**src/rtl/cfgp_pkg.sv**
```systemverilog
package cfgp_pkg;
  localparam int unsigned WORD_W = 32;
  localparam int unsigned LANES  = WORD_W / 8;
  localparam int unsigned OFS_W  = $clog2(LANES);
  localparam int unsigned EN_BIT = 31;

  localparam logic [1:0] SZ_BYTE = 2'd0;
  localparam logic [1:0] SZ_HALF = 2'd1;

  typedef enum logic [0:0] {
    ST_IDLE = 1'b0,
    ST_WAIT = 1'b1
  } cfgp_state_e;

  typedef struct packed {
    logic [7:0] bus;
    logic [4:0] dev;
    logic [2:0] fn;
    logic [5:0] dword;
  } cfgp_tgt_t;
endpackage

```
**src/rtl/cfgp_addr_reg.sv**
```systemverilog
module cfgp_addr_reg
  import cfgp_pkg::*;
(
  input  logic              clk,
  input  logic              rst,
  input  logic              wr_en,
  input  logic [WORD_W-1:0] wr_data,
  output logic [WORD_W-1:0] word,
  output logic              enable,
  output cfgp_tgt_t         tgt
);
  always_ff @(posedge clk) begin
    if (rst)        word <= '0;
    else if (wr_en) word <= wr_data;
  end

  always_comb begin
    enable    = word[EN_BIT];
    tgt.bus   = word[23:16];
    tgt.dev   = word[15:11];
    tgt.fn    = word[10:8];
    tgt.dword = word[7:2];
  end
endmodule

```
**src/rtl/cfgp_lanes.sv**
```systemverilog
module cfgp_lanes
  import cfgp_pkg::*;
(
  input  logic [1:0]        size,
  input  logic [OFS_W-1:0]  ofs,
  input  logic [WORD_W-1:0] wdata,
  output logic [LANES-1:0]  be,
  output logic [WORD_W-1:0] data
);
  logic wide;
  logic is_half;

  assign wide    = size[1];
  assign is_half = (size == SZ_HALF);

  for (genvar i = 0; i < LANES; i++) begin : g_lane
    logic at_ofs;
    logic at_next;
    assign at_ofs  = ({1'b0, ofs} == (OFS_W + 1)'(i));
    assign at_next = (({1'b0, ofs} + 1'b1) == (OFS_W + 1)'(i));
    assign be[i]   = wide | at_ofs | (is_half & at_next);
  end

  assign data = wide ? wdata : (wdata << {ofs, 3'b000});
endmodule

```
**src/rtl/cfgp_watch.sv**
```systemverilog
module cfgp_watch #(
  parameter int unsigned TMO_W = 8
) (
  input  logic             clk,
  input  logic             rst,
  input  logic             clr,
  input  logic [TMO_W-1:0] limit,
  output logic             expired
);
  logic [TMO_W-1:0] cnt;

  assign expired = (cnt == limit);

  always_ff @(posedge clk) begin
    if (rst || clr)    cnt <= '0;
    else if (!expired) cnt <= cnt + 1'b1;
  end
endmodule

```
**src/rtl/cfg_access_port.sv**
```systemverilog
module cfg_access_port
  import cfgp_pkg::*;
#(
  parameter int unsigned      LB_AW    = 8,
  parameter int unsigned      TMO_W    = 8,
  parameter logic [LB_AW-1:0] ADDR_OFS = 'h28,
  parameter logic [LB_AW-1:0] DATA_OFS = 'h2C
) (
  input  logic              clk,
  input  logic              rst,
  input  logic              lb_req,
  input  logic              lb_we,
  input  logic [LB_AW-1:0]  lb_addr,
  input  logic [1:0]        lb_size,
  input  logic [WORD_W-1:0] lb_wdata,
  output logic [WORD_W-1:0] lb_rdata,
  output logic              lb_ack,
  input  logic [TMO_W-1:0]  abort_limit,
  output logic              cfg_req,
  output logic              cfg_we,
  output logic [7:0]        cfg_bus,
  output logic [4:0]        cfg_dev,
  output logic [2:0]        cfg_fn,
  output logic [5:0]        cfg_dword,
  output logic [LANES-1:0]  cfg_be,
  output logic [WORD_W-1:0] cfg_wdata,
  input  logic              cfg_ack,
  input  logic [WORD_W-1:0] cfg_rdata,
  output logic              mabort
);
  localparam int unsigned IDX_W = LB_AW - OFS_W;

  cfgp_state_e       state;
  cfgp_tgt_t         tgt_q;
  logic [WORD_W-1:0] addr_word;
  logic              addr_en;
  cfgp_tgt_t         addr_tgt;
  logic [LANES-1:0]  lane_be;
  logic [WORD_W-1:0] lane_data;
  logic              tmo_hit;
  logic              take;
  logic              hit_addr;
  logic              hit_data;
  logic [IDX_W-1:0]  word_idx;

  assign word_idx = lb_addr[LB_AW-1:OFS_W];
  assign hit_addr = (word_idx == ADDR_OFS[LB_AW-1:OFS_W]);
  assign hit_data = (word_idx == DATA_OFS[LB_AW-1:OFS_W]);
  assign take     = (state == ST_IDLE) && lb_req && !lb_ack;

  cfgp_addr_reg u_addr (
    .clk     (clk),
    .rst     (rst),
    .wr_en   (take && hit_addr && lb_we),
    .wr_data (lb_wdata),
    .word    (addr_word),
    .enable  (addr_en),
    .tgt     (addr_tgt)
  );

  cfgp_lanes u_lanes (
    .size  (lb_size),
    .ofs   (lb_addr[OFS_W-1:0]),
    .wdata (lb_wdata),
    .be    (lane_be),
    .data  (lane_data)
  );

  cfgp_watch #(.TMO_W(TMO_W)) u_watch (
    .clk     (clk),
    .rst     (rst),
    .clr     (state == ST_IDLE),
    .limit   (abort_limit),
    .expired (tmo_hit)
  );

  always_ff @(posedge clk) begin
    if (rst) begin
      state     <= ST_IDLE;
      lb_ack    <= 1'b0;
      lb_rdata  <= '0;
      cfg_req   <= 1'b0;
      cfg_we    <= 1'b0;
      cfg_be    <= '0;
      cfg_wdata <= '0;
      tgt_q     <= '0;
      mabort    <= 1'b0;
    end else begin
      lb_ack <= 1'b0;
      unique case (state)
        ST_IDLE: begin
          if (take) begin
            lb_ack   <= 1'b1;
            lb_rdata <= '0;
            if (hit_addr) begin
              if (!lb_we) lb_rdata <= addr_word;
            end else if (hit_data) begin
              if (addr_en) begin
                lb_ack    <= 1'b0;
                cfg_req   <= 1'b1;
                cfg_we    <= lb_we;
                cfg_be    <= lb_we ? lane_be : '1;
                cfg_wdata <= lb_we ? lane_data : '0;
                tgt_q     <= addr_tgt;
                state     <= ST_WAIT;
              end else if (!lb_we) begin
                lb_rdata <= '1;
              end
            end
          end
        end
        ST_WAIT: begin
          if (cfg_ack) begin
            cfg_req  <= 1'b0;
            lb_ack   <= 1'b1;
            lb_rdata <= cfg_we ? '0 : cfg_rdata;
            state    <= ST_IDLE;
          end else if (tmo_hit) begin
            cfg_req  <= 1'b0;
            lb_ack   <= 1'b1;
            lb_rdata <= '1;
            mabort   <= 1'b1;
            state    <= ST_IDLE;
          end
        end
        default: state <= ST_IDLE;
      endcase
    end
  end

  assign cfg_bus   = tgt_q.bus;
  assign cfg_dev   = tgt_q.dev;
  assign cfg_fn    = tgt_q.fn;
  assign cfg_dword = tgt_q.dword;
endmodule

```
**config.mk**
```make
export PLATFORM = sky130hd
export DESIGN_NAME = cfg_access_port
export DESIGN_NICKNAME = d
export VERILOG_FILES = /design/src/rtl/cfgp_pkg.sv /design/src/rtl/cfgp_addr_reg.sv /design/src/rtl/cfgp_lanes.sv /design/src/rtl/cfgp_watch.sv /design/src/rtl/cfg_access_port.sv
export SDC_FILE = /design/constraint.sdc
export NUM_CORES = 1
export LEC_CHECK = 0
export ABC_CLOCK_PERIOD_IN_PS = 2300
export BUFFER_PORTS_ARGS = -buffer_cell sky130_fd_sc_hd__buf_4
export CAP_MARGIN = 20
export CORE_AREA = 5 5 120 122
export CTS_CLUSTER_SIZE = 8
export DETAILED_ROUTE_END_ITERATION = 8
export DIE_AREA = 0 0 125 127
export MAX_ROUTING_LAYER = met4
export PLACE_DENSITY = 0.88
export SLEW_MARGIN = 10
export SYNTH_ARGS = -nofsm -noshare
export SYNTH_HDL_FRONTEND = slang
export SYNTH_HIERARCHICAL = 1
export SYNTH_SLANG_ARGS = --single-unit
```
**constraint.sdc**
```tcl
create_clock -name clk -period 2.3 [get_ports clk]
set_input_delay 0.345 -clock clk [delete_from_list [all_inputs] [get_ports clk]]
set_output_delay 0.345 -clock clk [all_outputs]
set_load 0.02 [all_outputs]
```
==> results of run 1 <==
==> final timing paths <==
kind | endpoint | slack, ns | depth (start not counted) | start
worst max-delay path | cfg_wdata[30]$_SDFFE_PP0P_ | 0.17 | 5 | state$_SDFF_PP0_
worst min-delay path | u_addr/word[9]$_SDFFE_PP0P_ | 0.20 | 3 | lb_wdata[9]
worst max register to register | cfg_wdata[30]$_SDFFE_PP0P_ | 0.17 | 5 | state$_SDFF_PP0_
worst min register to register | cfg_bus[7]$_SDFFE_PP0P_ | 0.45 | 2 | cfg_bus[7]$_SDFFE_PP0P_
==> registers in the layout (all words and copies together), names as in the netlist, 3 cells and up <==
signal       cells
cfg_be           4
cfg_bus          8
cfg_dev          5
cfg_dword        6
cfg_fn           3
cfg_wdata       32
lb_rdata        32
u_addr/word     32
u_watch/cnt      8
==> power by group through the flow <==
stage	logic (W)	registers (W)	clock network (W)
6_report	0.000460	0.00235	0.00294
3_3_place_gp	0.000438	0.00240	0
3_5_place_dp	0.000446	0.00240	0
5_1_grt	0.000492	0.00234	0.00306
2_1_floorplan	0.000223	0.00240	0
4_1_cts	0.000450	0.00235	0.00295
==> logic make-up (layout without fill, tap and decap cells) <==
group	Yosys count	in the layout	synth area share [%]
compound gates	241	241	24.7
simple gates	221	221	16.7
flops	135	135	42.1
buf+inv	89	236	8.39
mux	42	42	6.81
xor+xnor	8	8	1.09
fa+ha+maj	1	1	0.195
==> synthesized netlist by cell type (2+ instances only) <==
cell	n	area, sq um
sky130_fd_sc_hd__xnor2_1	8	70.1
sky130_fd_sc_hd__clkbuf_1	35	131
sky130_fd_sc_hd__o22ai_1	8	50.1
sky130_fd_sc_hd__nand2b_1	4	25.0
sky130_fd_sc_hd__o21bai_1	2	15.0
sky130_fd_sc_hd__a221oi_2	4	60.1
sky130_fd_sc_hd__buf_6	7	78.8
sky130_fd_sc_hd__dfxtp_1	135	2700
sky130_fd_sc_hd__inv_1	8	30.0
sky130_fd_sc_hd__nor3_1	4	20.0
sky130_fd_sc_hd__a211oi_1	4	30.0
sky130_fd_sc_hd__a22oi_1	59	443
sky130_fd_sc_hd__buf_12	3	60.1
sky130_fd_sc_hd__nand3_1	4	20.0
sky130_fd_sc_hd__a21oi_1	64	320
sky130_fd_sc_hd__or3_1	7	43.8
sky130_fd_sc_hd__nor2_1	74	278
sky130_fd_sc_hd__nand4_1	3	18.8
sky130_fd_sc_hd__o2bb2ai_1	31	272
sky130_fd_sc_hd__nor2b_1	37	231
sky130_fd_sc_hd__and2_1	8	50.1
sky130_fd_sc_hd__nand2_1	64	240
sky130_fd_sc_hd__o21ai_0	40	200
sky130_fd_sc_hd__a22o_1	2	17.5
sky130_fd_sc_hd__a21oi_2	5	43.8
sky130_fd_sc_hd__mux2_4	3	45.0
sky130_fd_sc_hd__o21ai_1	16	80.1
sky130_fd_sc_hd__buf_4	24	180
sky130_fd_sc_hd__mux2i_1	38	380
sky130_fd_sc_hd__nor4_1	3	18.8
sky130_fd_sc_hd__and4_1	3	26.3
sky130_fd_sc_hd__buf_2	10	50.1
==> layer usage <==
| metal | wire length (um) | vias up |
|---|---|---|
| met2 | 10000 | 330 |
| li1 | - | 2876 |
| met3 | 1510 | 65 |
| met1 | 8020 | 2879 |
| met4 | 821 | 0 |
| met5 | 0 | - |
==> cell usage in the layout (no fill, tap or decap), types with 8 or more instances in the layout <==
master and count:
sky130_fd_sc_hd__mux2i_1 38, sky130_fd_sc_hd__o22ai_1 8, sky130_fd_sc_hd__xnor2_1 8, sky130_fd_sc_hd__nor2_1 73, sky130_fd_sc_hd__nor2b_1 37, sky130_fd_sc_hd__inv_1 8, sky130_fd_sc_hd__o21ai_1 16, sky130_fd_sc_hd__nand2_1 64
sky130_fd_sc_hd__o21ai_0 40, sky130_fd_sc_hd__buf_4 189, sky130_fd_sc_hd__clkbuf_16 17, sky130_fd_sc_hd__a21oi_1 63, sky130_fd_sc_hd__o2bb2ai_1 31, sky130_fd_sc_hd__a22oi_1 59, sky130_fd_sc_hd__and2_1 8, sky130_fd_sc_hd__dfxtp_1 135
==> through the flow <==
step / total power (W) / hold WS (ns) / instance area, sq um / utilization [%] / cells
after floorplan: 0.00262 / 0.417 / 6420 / - / 737
after global placement: 0.00283 / 0.440 / 7710 / 58.9 / 1028
after detailed placement: 0.00284 / 0.448 / 7710 / 58.9 / 1028
after CTS: 0.00575 / 0.192 / 8350 / 63.8 / 1060
after global routing: 0.00589 / 0.202 / 8350 / 63.8 / 1060
final: 0.00574 / 0.202 / 8350 / 63.8 / 1060
==> area by class of cell <==
type                       count  area, sq um
fill                        1049         4740
multi-input combinational    513         3220
sequential                   135         2700
timing repair buffer         195         1540
clock buffer                  25          495
tap                          176          220
clock inverter                 7          140
inverter                       9         33.8
==> worst reg2reg max path: stages (launching register included) <==
cell and delay, ns:
sky130_fd_sc_hd__dfxtp_1 0.37, sky130_fd_sc_hd__or3b_4 0.46, sky130_fd_sc_hd__or4_4 0.64, sky130_fd_sc_hd__buf_12 0.24, sky130_fd_sc_hd__a22oi_1 0.24, sky130_fd_sc_hd__nor2_1 0.06
==> impl_summary.md, run 1 <==
Yosys
The synthesis warning total is 6. The number of enable flip-flop cells after synthesis is 0. The portion of the post-synthesis area used by sequential elements is 42.1%. Counting flops and latches in the post-synthesis netlist gives 135. The net count after synthesis is 825.

The average size of a mapped cell is 8.71 sq um. The total standard cell area after synthesis is 6420 sq um. The netlist uses 52 different library cells. In the synthesized netlist the dominant register cell turns out to be sky130_fd_sc_hd__dfxtp_1. Synthesis produced a netlist whose cell count is 737. After synthesis, the share of flip-flops with an asynchronous set or reset is 0%.

CTS
The number of gates given a new drive strength after cts is 0. Clock tree synthesis found a total of 135 sinks. TritonCTS built the clock tree.

The clock-pin slew reported for the worst setup and hold paths after clock tree synthesis is 0.06 ns. The worst-skew pair later-pin latency is 0.43 ns. The total clock buffers created by CTS is 17. In this run the deepest clock path goes through 2 buffers. Buffers added to address setup during post-CTS repair amount to 0.

The H-tree was split into 4 levels. The root buffer cell chosen for the clock tree is sky130_fd_sc_hd__clkbuf_16. Buffers inserted to repair hold after CTS numbered 0.

Worst setup path
The slowest stage of the critical path belongs to the cell sky130_fd_sc_hd__or4_4. On the worst path, the slowest cell contributes a delay of 0.64 ns. Counting both buffers and inverters, the worst setup path holds a total of 1. The worst endpoint data arrival time is 2.44 ns. The maximum fanout encountered on the critical timing path is 49. The sort of element at the start of the critical path is a register. Walking the worst path, the cells encountered are or3b_4 -> or4_4 -> buf_12 -> a22oi_1 -> nor2_1. The class of the most critical setup path is register to register. Broken down by cell family, the worst path's largest delay share belongs to simple AND/OR/NAND/NOR gates. For the worst setup path, the data required time is 2.60 ns.

STA classifies the critical path endpoint as a register.

Route
The vias per cell is 5.80. The final layout contains routed wiring with a total length of 20.4 mm. The wire length per cell is 19.2 um.

Detailed routing inserted a total of 6150 vias. The violation count after the first detailed-routing iteration is 827. The pre-antenna-repair detailed-routing pass consisted of 6 iterations. The DRC violation count after routing is 0. Once detail routing completed, the nets flagged for antenna violations numbered 0.

Floorplan
The vertical extent of the die is 127 um. The floorplan has 42 rows. In this run the horizontal extent of the chip is 125 um.

The full die area is 15900 sq um. Pin placement for this block handled 181 I/O pins. The effective utilization at floorplan is 49.0%.

The core region is 13100 sq um.

Finish
The repair_antennas step left the layout with diodes totalling 0. The area growth from synthesis to layout is 30.1%. Cells with a size suffix above 1 make up 28.2% of the layout. The number of nets in the final layout is 959.

Timing
Setup violations remaining at the end of the flow were counted as 0. Based on the critical path, the design can be clocked at up to 469 MHz. Setup repair after global routing left no endpoint under its margin. The worst setup skew after layout is 0.00647 ns. The tightest slew margin relative to the limit is 65.4%. The final sum of negative setup slack is 0 ns.

After layout, the minimum clock period comes to 2.13 ns. The final critical path takes up 92.7% of the cycle. The final number of max-transition violations is 0. The number of hold violations in the final report came to 0. In the post-route analysis, the smallest setup slack over all paths is 0.169 ns. At the pin with the least slew margin, the transition time is 0.513 ns.

Power and ir drop
For this design the total switching power over the nets is 0.00126 W. The net switching share of the total power is 22.0%. The share of total power in combinational logic is 8.0%. The leakage power is 3.21 nW. The share of power burned in the clock network is 51.2%. In this run the power density over the cells is 688 nW/um^2. The internal power of the cells totals 0.00448 W. IR analysis of the VDD net gives a maximum drop of 0.000523 V.

Registers are responsible for 40.8% of the overall power.

Place
The final estimated routing congestion in global placement is 0.909. The count of input and output buffers is 180. The post-placement worst setup slack is 0.170 ns. The post-DP HPWL is 14.1 mm.

Global route
Global routing consumed, on the met2 layer, 41.3% of the routing resources. The via count of the first global-routing pass came to 6001. After global routing the overflow that remains totals 0. The global-route usage over all layers is 25.3%. met2 is the most crowded layer. The number of antenna violations at the first check in global routing is 0. The global routing usage on met1 is 29.3%.

Entering global routing, the biggest net connects 70 pins. The first global-routing pass estimated 31.5 mm of wire. The global-route met3 utilization is 6.51%.

Hold path
The tightest min-delay check is of the input port to register type.

Outcome
The run finished with clean final reports.

Job
Across the run, the number of max-cap violations was 0.
Note: power is estimated with default switching activity, not from simulation.
==> run 2, diff against run 1 <==
ABC_AREA = 1   (was not set)
CORE_AREA = 5 5 126 128   (was 5 5 120 122)
DIE_AREA = 0 0 131 133   (was 0 0 125 127)
GPL_TIMING_DRIVEN = 0   (was not set)
PLACE_DENSITY = 0.87   (was 0.88)
==> impl_summary.md, run 2 <==
Power and ir drop
The total chip power was 0.00576 W (+0.20%). The largest vdd supply drop is 0.000598 V (+14%). The leakage power came to 4.73 nW (+48%). The cell area power density is 612 nW/um^2 (-11%).

Floorplan
The floorplan row count was 45 (+7.1%). The core area was 14800 sq um (+13%). The number of top-level design ports is 181 (unchanged). The full die area came to 17400 sq um (+9.8%).

The effective utilization at floorplan came to 48.6% (-0.47 points). The vertical extent of the die is 133 um (+4.7%). The die span in x came to 131 um (+4.8%).

Yosys
The gate count of the mapped netlist is 1120 (+52%). The commonest cells after synthesis are 344 x sky130_fd_sc_hd__nand2_1, 186 x sky130_fd_sc_hd__nor2_1, 135 x sky130_fd_sc_hd__dfxtp_1. The synthesis warning total is 6 (unchanged). The flip-flop and latch count after synthesis is 135 (unchanged). The portion of the post-synthesis area used by sequential elements is 37.7% (-4.4 points).

The total standard cell area after synthesis came to 7160 sq um (+12%). The average size of a mapped cell is 6.40 sq um (-27%). The cell type with the largest total area after synthesis is sky130_fd_sc_hd__dfxtp_1.

The number of enable flip-flop cells after synthesis is 0 (unchanged). The net count after synthesis is 1208 (+46%). The number of distinct library cell variants in the gate-level netlist after synthesis is 33 (-37%).

By area the synthesized netlist is led by sky130_fd_sc_hd__dfxtp_1 38%, sky130_fd_sc_hd__nand2_1 18%, sky130_fd_sc_hd__nor2_1 9.7%. The most common cell in the synthesized netlist is sky130_fd_sc_hd__nand2_1. The fraction of registers with async set or reset after synthesis was 0% (unchanged). The area share of the largest cell type after synthesis was 37.7% (-4.4 points).

The most used flip-flop cell after synthesis is sky130_fd_sc_hd__dfxtp_1.

Worst setup path
The data required time at the worst endpoint came to 2.62 ns (+0.02 ns). The sort of element at the start of the critical path is a register. The startpoint identified for the worst register-to-register timing path is state$_SDFF_PP0_. The class of the most critical setup path is register to register. The worst setup path is captured at a register. The worst endpoint data arrival time is 2.39 ns (-0.05 ns). The start point of the critical path is state$_SDFF_PP0_.

The maximum fanout encountered on the critical timing path is 10 (-80%). The path depth of the worst reg2reg path is 10 (+5).

Timing
The final critical path time including I/O delays and setup came to 2.06 ns (-0.0665 ns). The number of endpoints failing setup at the final stage was 0 (unchanged). The number of hold violations in the final report is 0 (unchanged).

The maximum frequency from static timing analysis is 484 MHz (+3.2%). The tightest slew margin relative to the limit is 55.5% (-9.9 points). The post-route fraction of the period consumed by the critical path is 89.8% (-2.9 points). The worst setup skew after layout is 0.00745 ns (+0.000984 ns). Setup repair after global routing left no endpoint under its margin. The final sum of negative setup slack is 0 ns (unchanged). The worst hold margin is 0.231 ns (+0.0289 ns). The final number of max-transition violations came to 0 (unchanged). The pin slew with the least headroom to its limit is 0.664 ns (+0.151 ns).

Global route
The via count of the first global-routing pass is 7347 (+22%). The pin count of the biggest net entering global routing came to 17 (-76%). The first-pass GRT wire length is 35.9 mm (+14%). The global-route usage over all layers was 26.8% (+1.5 points). The remaining global-route overflow was 0 (unchanged). The number of antenna violations at the first check in global routing is 0 (unchanged).

CTS
The number of gates given a new drive strength after cts is 0 (unchanged). The number of buffers on the longest clock path is 2 (unchanged). The CTS tree is built.

The clock-pin slew reported for the worst setup and hold paths after clock tree synthesis is 0.06 ns (about the same). The count of clock tree sinks is 135 (unchanged). The cell chosen for the clock root is sky130_fd_sc_hd__clkbuf_16. The H-tree level count is 4 (unchanged). The total clock buffers created by CTS was 17 (unchanged). The worst-skew pair later-pin latency came to 0.43 ns (about the same).

Finish
The number of non-filler instances in the completed layout was 1522 (+44%). The number of antenna repair diodes is 0 (unchanged). Leaving out fill and tap cells, the most frequent cells in the layout are 344 x sky130_fd_sc_hd__nand2_1, 210 x sky130_fd_sc_hd__buf_4, 186 x sky130_fd_sc_hd__nor2_1, 135 x sky130_fd_sc_hd__dfxtp_1, 111 x sky130_fd_sc_hd__nand3_1. Leaving out fill and tap cells, the most frequent cell in the layout is sky130_fd_sc_hd__nand2_1. The layout-stage area growth over the synthesis result is 31.2%. The number of nets in the final layout is 1409 (+47%).

The final cell area excluding filler cells came to 9400 sq um (+13%). The fraction of final layout cells with drive strength greater than 1 is 22.1% (-6.1 points). The largest registers in the layout are cfg_wdata x32, lb_rdata x32, u_addr/word x32.

Place
The placed instance count is 1488 (+45%). The count of input and output buffers is 180 (unchanged). The standard cell area after detailed placement is 8750 sq um (+13%). The post-DP HPWL is 17.7 mm (+26%). The final estimated routing congestion in global placement is 1.03 (+13%).

Route
The vias per cell was 5.23 (-9.8%). The DRC violation count after routing is 0 (unchanged). The iteration count of the initial detailed-routing pass is 6 (unchanged).

The wire length per cell is 15.2 um (-21%). The violation count after the first detailed-routing iteration was 819 (-0.97%). The total vias in the final route is 7964 (+29%). The aggregate routed wire length was 23.2 mm (+14%). The post-route antenna net violation count is 0 (unchanged).

Job
The max-capacitance violation count is 0 (unchanged).

Hold path
The number of cells on the worst hold path was 5 (+2). The path class of the tightest hold or removal check is input port to register. The startpoint identified for the worst hold timing path is lb_wdata[25].

Outcome
The run finished with clean final reports.
-- run 2: changes by cell type after synthesis, moves of 31 or more --
cell                        before  now
sky130_fd_sc_hd__nand2_1        64  344
sky130_fd_sc_hd__nor2b_1        37    0
sky130_fd_sc_hd__nand3_1         4  111
sky130_fd_sc_hd__nand4_1         3   48
sky130_fd_sc_hd__inv_1           8   79
sky130_fd_sc_hd__mux2i_1        38    0
sky130_fd_sc_hd__a22oi_1        59    0
sky130_fd_sc_hd__o2bb2ai_1      31    0
sky130_fd_sc_hd__o21ai_0        40    2
sky130_fd_sc_hd__nor2_1         74  186
-- run 2: metrics by stage --
stage,setup slack (ns),utilization (%)
final,0.235,63.7
after global routing,0.0657,63.7
after CTS,0.219,63.6
after detailed placement,0.264,59.3
after global placement,0.284,59.3
after floorplan,0.626,-
-- run 2: worst paths after layout --
check / slack [ns] / end
setup reg to reg: 0.24 / u_addr/word[17]$_SDFFE_PP0P_
setup / recovery: 0.24 / u_addr/word[17]$_SDFFE_PP0P_
hold / removal: 0.23 / u_addr/word[25]$_SDFFE_PP0P_
hold reg to reg: 0.45 / lb_rdata[5]$_SDFFE_PP0P_
-- run 2: layout make-up --
type	instances	area, sq um
fill	1333	5350
tap	188	235
multi-input combinational	805	3570
buffer	92	559
inverter	88	334
clock buffer	22	494
clock inverter	10	141
timing repair buffer	182	1370
sequential	135	2700
-- run 2: logic make-up after synthesis --
| family | after synthesis | share of synthesized area, % |
|---|---|---|
| buf+inv | 180 | 12.5 |
| flops | 135 | 37.7 |
| fa+ha+maj | 1 | 0.175 |
| compound gates | 77 | 5.64 |
| simple gates | 722 | 43.4 |
| xor+xnor | 5 | 0.611 |
-- run 2: timing repair --
item | in CTS | in global routing
hold buffers | 0 | 0
buffers inserted | 0 | 2
setup endpoints to repair | 0 | 15
-- run 2: per-layer routing --
| metal | track usage [%] | wire [um] | vias to the layer above |
|---|---|---|---|
| met5 | - | 0 | - |
| met4 | 10.8 | 768 | 0 |
| met3 | 4.93 | 1880 | 64 |
| met2 | 43.4 | 11200 | 359 |
| met1 | 32.7 | 9310 | 3610 |
| li1 | - | - | 3931 |
-- run 2: worst max-delay path: stages, from the launching register on --
cell and delay [ns]:
sky130_fd_sc_hd__dfxtp_1 0.34, sky130_fd_sc_hd__inv_2 0.15, sky130_fd_sc_hd__nand3b_2 0.14, sky130_fd_sc_hd__nor2_2 0.30, sky130_fd_sc_hd__buf_2 0.31, sky130_fd_sc_hd__and3_1 0.20
sky130_fd_sc_hd__buf_6 0.16, sky130_fd_sc_hd__buf_6 0.14, sky130_fd_sc_hd__nand2_1 0.05, sky130_fd_sc_hd__nand2_1 0.09, sky130_fd_sc_hd__nor2_1 0.05
-- run 2: power by group --
part,internal [W],leakage (nW),switching [W]
Clock,0.00185,0.309,0.00104
Combinational,0.000201,3.34,0.000319
Sequential,0.00234,1.09,0.00000332
Total,0.00440,4.73,0.00136
